File: config.mk
export PLATFORM = sky130hd
export DESIGN_NAME = xirq_edge_port
export DESIGN_NICKNAME = d
export VERILOG_FILES = /design/src/rtl/xep_pkg.sv /design/src/rtl/xep_sync.sv /design/src/rtl/xep_detect.sv /design/src/rtl/xep_regs.sv /design/src/rtl/xirq_edge_port.sv
export SDC_FILE = /design/constraint.sdc
export NUM_CORES = 1
export LEC_CHECK = 0
export ABC_AREA = 1
export CORE_MARGIN = 2
export CORE_UTILIZATION = 60
export CTS_BUF_LIST = sky130_fd_sc_hd__clkbuf_4 sky130_fd_sc_hd__clkbuf_8 sky130_fd_sc_hd__clkbuf_16
export DETAILED_ROUTE_END_ITERATION = 8
export DONT_BUFFER_PORTS = 1
export PLACE_DENSITY = 0.83
export SLEW_MARGIN = 40
export SYNTH_ARGS = -nofsm -noshare
export SYNTH_HDL_FRONTEND = slang
export SYNTH_HIERARCHICAL = 1
export SYNTH_SLANG_ARGS = --single-unit
File: constraint.sdc
create_clock -name clk -period 2.5 [get_ports clk]
set_input_delay 0.125 -clock clk [delete_from_list [all_inputs] [get_ports clk]]
set_output_delay 0.125 -clock clk [all_outputs]
set_load 0.01 [all_outputs]
File: src/rtl/xep_pkg.sv
package xep_pkg;
    localparam int unsigned XEP_LINES = 8;

    typedef enum logic [1:0] {
        SENSE_LEVEL = 2'b00,
        SENSE_RISE  = 2'b01,
        SENSE_FALL  = 2'b10,
        SENSE_BOTH  = 2'b11
    } sense_e;

    typedef enum logic [1:0] {
        SEL_MODE = 2'd0,
        SEL_DIR  = 2'd1,
        SEL_ENA  = 2'd2,
        SEL_FLAG = 2'd3
    } reg_sel_e;
endpackage

File: src/rtl/xep_sync.sv
module xep_sync #(
    parameter int unsigned W    = 8,
    parameter logic        IDLE = 1'b1
) (
    input  logic         clk,
    input  logic         rst_n,
    input  logic [W-1:0] raw_i,
    output logic [W-1:0] cur_o,
    output logic [W-1:0] prev_o
);
    typedef struct packed {
        logic [W-1:0] meta;
        logic [W-1:0] cur;
        logic [W-1:0] prev;
    } sync_t;

    sync_t s_d, s_q;

    always_comb begin
        s_d      = s_q;
        s_d.meta = raw_i;
        s_d.cur  = s_q.meta;
        s_d.prev = s_q.cur;
    end

    always_ff @(posedge clk or negedge rst_n) begin
        if (!rst_n) s_q <= {(3*W){IDLE}};
        else        s_q <= s_d;
    end

    assign cur_o  = s_q.cur;
    assign prev_o = s_q.prev;
endmodule

File: src/rtl/xep_detect.sv
module xep_detect
    import xep_pkg::*;
#(
    parameter int unsigned LINES = XEP_LINES,
    localparam int unsigned MW   = 2 * LINES
) (
    input  logic [LINES-1:0] cur_i,
    input  logic [LINES-1:0] prev_i,
    input  logic [LINES-1:0] dir_i,
    input  logic [MW-1:0]    mode_i,
    output logic [LINES-1:0] edge_o,
    output logic [LINES-1:0] level_o,
    output logic [LINES-1:0] latch_o
);
    localparam logic [LINES-1:0] LIVE = {{(LINES-1){1'b1}}, 1'b0};

    logic [LINES-1:0] edge_raw, level_raw, latch_raw;

    for (genvar n = 0; n < LINES; n++) begin : g_line
        sense_e sense;
        logic   rise, fall;
        assign sense        = sense_e'(mode_i[2*n +: 2]);
        assign rise         = cur_i[n] & ~prev_i[n];
        assign fall         = ~cur_i[n] & prev_i[n];
        assign edge_raw[n]  = ((sense == SENSE_RISE) & rise)
                            | ((sense == SENSE_FALL) & fall)
                            | ((sense == SENSE_BOTH) & (rise | fall));
        assign level_raw[n] = (sense == SENSE_LEVEL) & ~cur_i[n];
        assign latch_raw[n] = (sense != SENSE_LEVEL);
    end

    // only inputs detect; line 0 is reserved
    assign edge_o  = edge_raw  & ~dir_i & LIVE;
    assign level_o = level_raw & ~dir_i & LIVE;
    assign latch_o = latch_raw & LIVE;
endmodule

File: src/rtl/xep_regs.sv
module xep_regs
    import xep_pkg::*;
#(
    parameter int unsigned LINES = XEP_LINES,
    localparam int unsigned DW   = 2 * LINES
) (
    input  logic             clk,
    input  logic             rst_n,
    input  logic             bus_sel,
    input  logic             bus_wr,
    input  logic [1:0]       bus_addr,
    input  logic [DW-1:0]    bus_wdata,
    output logic [DW-1:0]    bus_rdata,
    input  logic [LINES-1:0] edge_i,
    input  logic [LINES-1:0] level_i,
    input  logic [LINES-1:0] latch_i,
    output logic [DW-1:0]    mode_o,
    output logic [LINES-1:0] dir_o,
    output logic [LINES-1:0] irq_o
);
    localparam logic [LINES-1:0] LIVE      = {{(LINES-1){1'b1}}, 1'b0};
    localparam logic [DW-1:0]    MODE_LIVE = {{(DW-2){1'b1}}, 2'b00};

    typedef struct packed {
        logic [DW-1:0]    mode;
        logic [LINES-1:0] dir;
        logic [LINES-1:0] ena;
        logic [LINES-1:0] flag;
    } regs_t;

    regs_t r_d, r_q;
    logic             wr_en, wr_flag;
    logic [LINES-1:0] clr, status;
    reg_sel_e         sel;

    assign sel     = reg_sel_e'(bus_addr);
    assign wr_en   = bus_sel & bus_wr;
    assign wr_flag = wr_en & (sel == SEL_FLAG);

    always_comb begin
        r_d = r_q;
        clr = '0;
        if (wr_en) begin
            unique case (sel)
                SEL_MODE: r_d.mode = bus_wdata & MODE_LIVE;
                SEL_DIR:  r_d.dir  = bus_wdata[LINES-1:0] & LIVE;
                SEL_ENA:  r_d.ena  = bus_wdata[LINES-1:0] & LIVE;
                SEL_FLAG: clr      = bus_wdata[LINES-1:0] & LIVE;
                default:  ;
            endcase
        end
        // a fresh edge outranks a clear; level-sensed lines latch nothing
        r_d.flag = ((r_q.flag & ~clr) | edge_i) & latch_i & LIVE;
    end

    always_ff @(posedge clk or negedge rst_n) begin
        if (!rst_n) r_q <= '0;
        else        r_q <= r_d;
    end

    assign status = (r_q.flag & latch_i) | level_i;
    assign irq_o  = status & r_q.ena;
    assign mode_o = r_q.mode;
    assign dir_o  = r_q.dir;

    always_comb begin
        bus_rdata = '0;
        if (bus_sel) begin
            unique case (sel)
                SEL_MODE: bus_rdata = r_q.mode;
                SEL_DIR:  bus_rdata = {{(DW-LINES){1'b0}}, r_q.dir};
                SEL_ENA:  bus_rdata = {{(DW-LINES){1'b0}}, r_q.ena};
                SEL_FLAG: bus_rdata = {{(DW-LINES){1'b0}}, status};
                default:  bus_rdata = '0;
            endcase
        end
    end


    reserved_line_chk: assert property (@(posedge clk) disable iff (!rst_n)
        !irq_o[0] && !r_q.flag[0]);

    for (genvar n = 1; n < LINES; n++) begin : g_chk

        w1c_clear_chk: assert property (@(posedge clk) disable iff (!rst_n)
            (wr_flag && bus_wdata[n] && !edge_i[n]) |=> !r_q.flag[n]);

        clear_race_chk: assert property (@(posedge clk) disable iff (!rst_n)
            (wr_flag && bus_wdata[n] && edge_i[n] && latch_i[n]) |=> r_q.flag[n]);

        flag_source_chk: assert property (@(posedge clk) disable iff (!rst_n)
            $rose(r_q.flag[n]) |-> $past(edge_i[n]));

        output_quiet_chk: assert property (@(posedge clk) disable iff (!rst_n)
            r_q.dir[n] |-> (!edge_i[n] && !level_i[n]));

        enable_gate_chk: assert property (@(posedge clk) disable iff (!rst_n)
            irq_o[n] |-> r_q.ena[n]);
    end
endmodule

File: src/rtl/xirq_edge_port.sv
module xirq_edge_port
    import xep_pkg::*;
#(
    parameter int unsigned LINES = XEP_LINES,
    localparam int unsigned DW   = 2 * LINES
) (
    input  logic             clk,
    input  logic             rst_n,
    input  logic             bus_sel,
    input  logic             bus_wr,
    input  logic [1:0]       bus_addr,
    input  logic [DW-1:0]    bus_wdata,
    output logic [DW-1:0]    bus_rdata,
    input  logic [LINES-1:0] pin_n,
    output logic [LINES-1:0] irq_req
);
    logic [LINES-1:0] cur, prev, dir, edge_evt, level_act, latch_mode;
    logic [DW-1:0]    mode;

    xep_sync #(.W(LINES), .IDLE(1'b1)) u_sync (
        .clk    (clk),
        .rst_n  (rst_n),
        .raw_i  (pin_n),
        .cur_o  (cur),
        .prev_o (prev)
    );

    xep_detect #(.LINES(LINES)) u_detect (
        .cur_i   (cur),
        .prev_i  (prev),
        .dir_i   (dir),
        .mode_i  (mode),
        .edge_o  (edge_evt),
        .level_o (level_act),
        .latch_o (latch_mode)
    );

    xep_regs #(.LINES(LINES)) u_regs (
        .clk       (clk),
        .rst_n     (rst_n),
        .bus_sel   (bus_sel),
        .bus_wr    (bus_wr),
        .bus_addr  (bus_addr),
        .bus_wdata (bus_wdata),
        .bus_rdata (bus_rdata),
        .edge_i    (edge_evt),
        .level_i   (level_act),
        .latch_i   (latch_mode),
        .mode_o    (mode),
        .dir_o     (dir),
        .irq_o     (irq_req)
    );


    edge_needs_change_chk: assert property (@(posedge clk) disable iff (!rst_n)
        (edge_evt != '0) |-> (cur != prev));
endmodule

==> run metrics <==
final total power 2.23 mW; DP Area 3070 sq um; Setup Skew 0.0101 ns; mapped cell area 3260 sq um; GR peak layer met2; worst skew pair latency 0.31 ns; DR iter-0 viols 191; vias per inst 5.22; commonest non-fill, non-tap cell in the layout nand2_1; Clock power frac 23.7%; setup TNS 0 ns; worst-path maximum fanout 5; dpl ws 1.11 ns; final wirelength 6210 um; Sw Share 31.8%; GR Util met2 37.8%; Initial DRT Pass Iterations 4; Switch Pwr 0.710 mW; Setup crit start kind flop; DR vias 2295; total CTS buffers 5; CP peak stage delay 0.45 ns; I/O pin count 54; Setup Crit Path Kind flop to primary output; Max Cap Viol 0; status completed; fin nets 413; Worst Setup End Kind primary output; FP Rows 26; grt ovf 0; die height 77.8 um; # resized after CTS 0; GRT Total Usage 22.9%; Synth-to-Final Area Change 2.64%; placed cells 415; CTS max path bufs 2; met3 usage in global routing 5.35%; combinational share of power 23.4%; crit share post-route 69.3%; WP data required 2.38 ns; final core utilization 64.8%; IR drop worst, VDD 0.397 mV; commonest non-fill, non-tap cells in the layout 71 x nand2_1, 49 x inv_1, 49 x nor2_1; die width 77.8 um; Post-Layout Cell Count 440; Mapped Cells 381; Post-Syn Area per Cell 8.57 sq um; Clock Tree Root clkbuf_8; drt wl/cell 14.1 um; RSZ-0062 raised after global routing no; Fin. Hold Viols 0; Pwr Density 665 nW/um^2; initial antenna violation count 0; clock sink count 56; Power Internal 1.52 mW; largest net degree at the start of global routing 57; Seq pwr share 53.0%; critical path cell sequence or2_4, nor3_2, inv_1, a21boi_0; final setup violation count 0; layout cells sized above 1 21.4%; Post-route DRC 0; Leak Pwr 1.68 nW; CP arrival 1.61 ns; H-tree depth 2; CTS tree built; Starting Density 63.1%; GP Congestion 0.841; Routed Antenna Nets 0; Fmax 0.577 GHz; slowest CP cell dfrtp_1; Port Buf Inserts 0; clock-pin transition on the worst setup and hold timing paths 0.09 ns; fin area 3350 sq um; ant diodes 0; vias in the first global route 2357; final worst slack 0.767 ns; M1 GR Usage 29.3%; die area 6050 sq um; first-pass GRT wire length 10700 um; path type of the worst min-delay path primary input to flop; setup bufs post-CTS 0; worst hold slack 0.0418 ns; synth warn 6; syn nets 425; Core Region 5170 sq um; crit path time final 1.73 ns; DPL Wire Length 4330 um; fin. max-slew vios 0
==> per-layer routing <==
| metal | share of wire (%) | up-vias |
|---|---|---|
| li1 | - | 1131 |
| met1 | 44 | 1093 |
| met2 | 50 | 61 |
| met3 | 5.1 | 10 |
| met4 | 1.6 | 0 |
| met5 | 0 | - |
==> state kept, by name, summed over array words and instances, names as in the netlist <==
name,cells
u_sync/prev_o,7
u_sync/s_d,7
u_sync/cur_o,7
u_regs/r_q,14
u_regs/dir_o,7
u_regs/mode_o,14
==> power by group through the flow <==
stage / combinational [mW] / clock [mW] / sequential, mW
finish: 0.521 / 0.527 / 1.18
global route: 0.600 / 0.588 / 1.20
CTS: 0.524 / 0.546 / 1.18
detailed placement: 0.475 / 0 / 1.20
global placement: 0.453 / 0 / 1.19
floorplan: 0.540 / 0 / 1.13
==> worst max-delay path, delay by kind of cell (launching register included) <==
family / cells / cell delay [ns]
DFF: 1 / 0.45
and+or+nand+nor: 2 / 0.40
AOI/OAI and AO/OA: 1 / 0.37
buffers and inverters: 1 / 0.08
==> worst paths after layout <==
path / end / cells past startpoint / slack [ns] / from
max reg2reg: u_regs/r_q[7] / 6 / 1.08 / u_sync/cur_o[7]
min in group asynchronous: u_regs/r_q[4] / 2 / 0.32 / rst_n
max in group asynchronous: u_sync/s_d[13] / 2 / 1.88 / rst_n
max: irq_req[3] / 4 / 0.77 / u_regs/mode_o[7]
min reg2reg: u_sync/cur_o[5] / 0 / 0.36 / u_sync/s_d[13]
min: u_regs/dir_o[1] / 2 / 0.04 / bus_wdata[1]
==> final cells by class <==
cell class                 count  area (sq um)
sequential                    56          1430
fill                         422          1820
timing repair buffer          17           188
clock buffer                   8          97.6
inverter                      53           206
tap                           70          87.6
multi-input combinational    236          1340
==> what timing repair did <==
item / 4_1_cts / 5_1_grt
hold buffers: 17 / 0
setup endpoints to repair: 0 / 0
endpoints found under the hold margin: 71 / 0
Note: power is estimated with default switching activity, not from simulation.
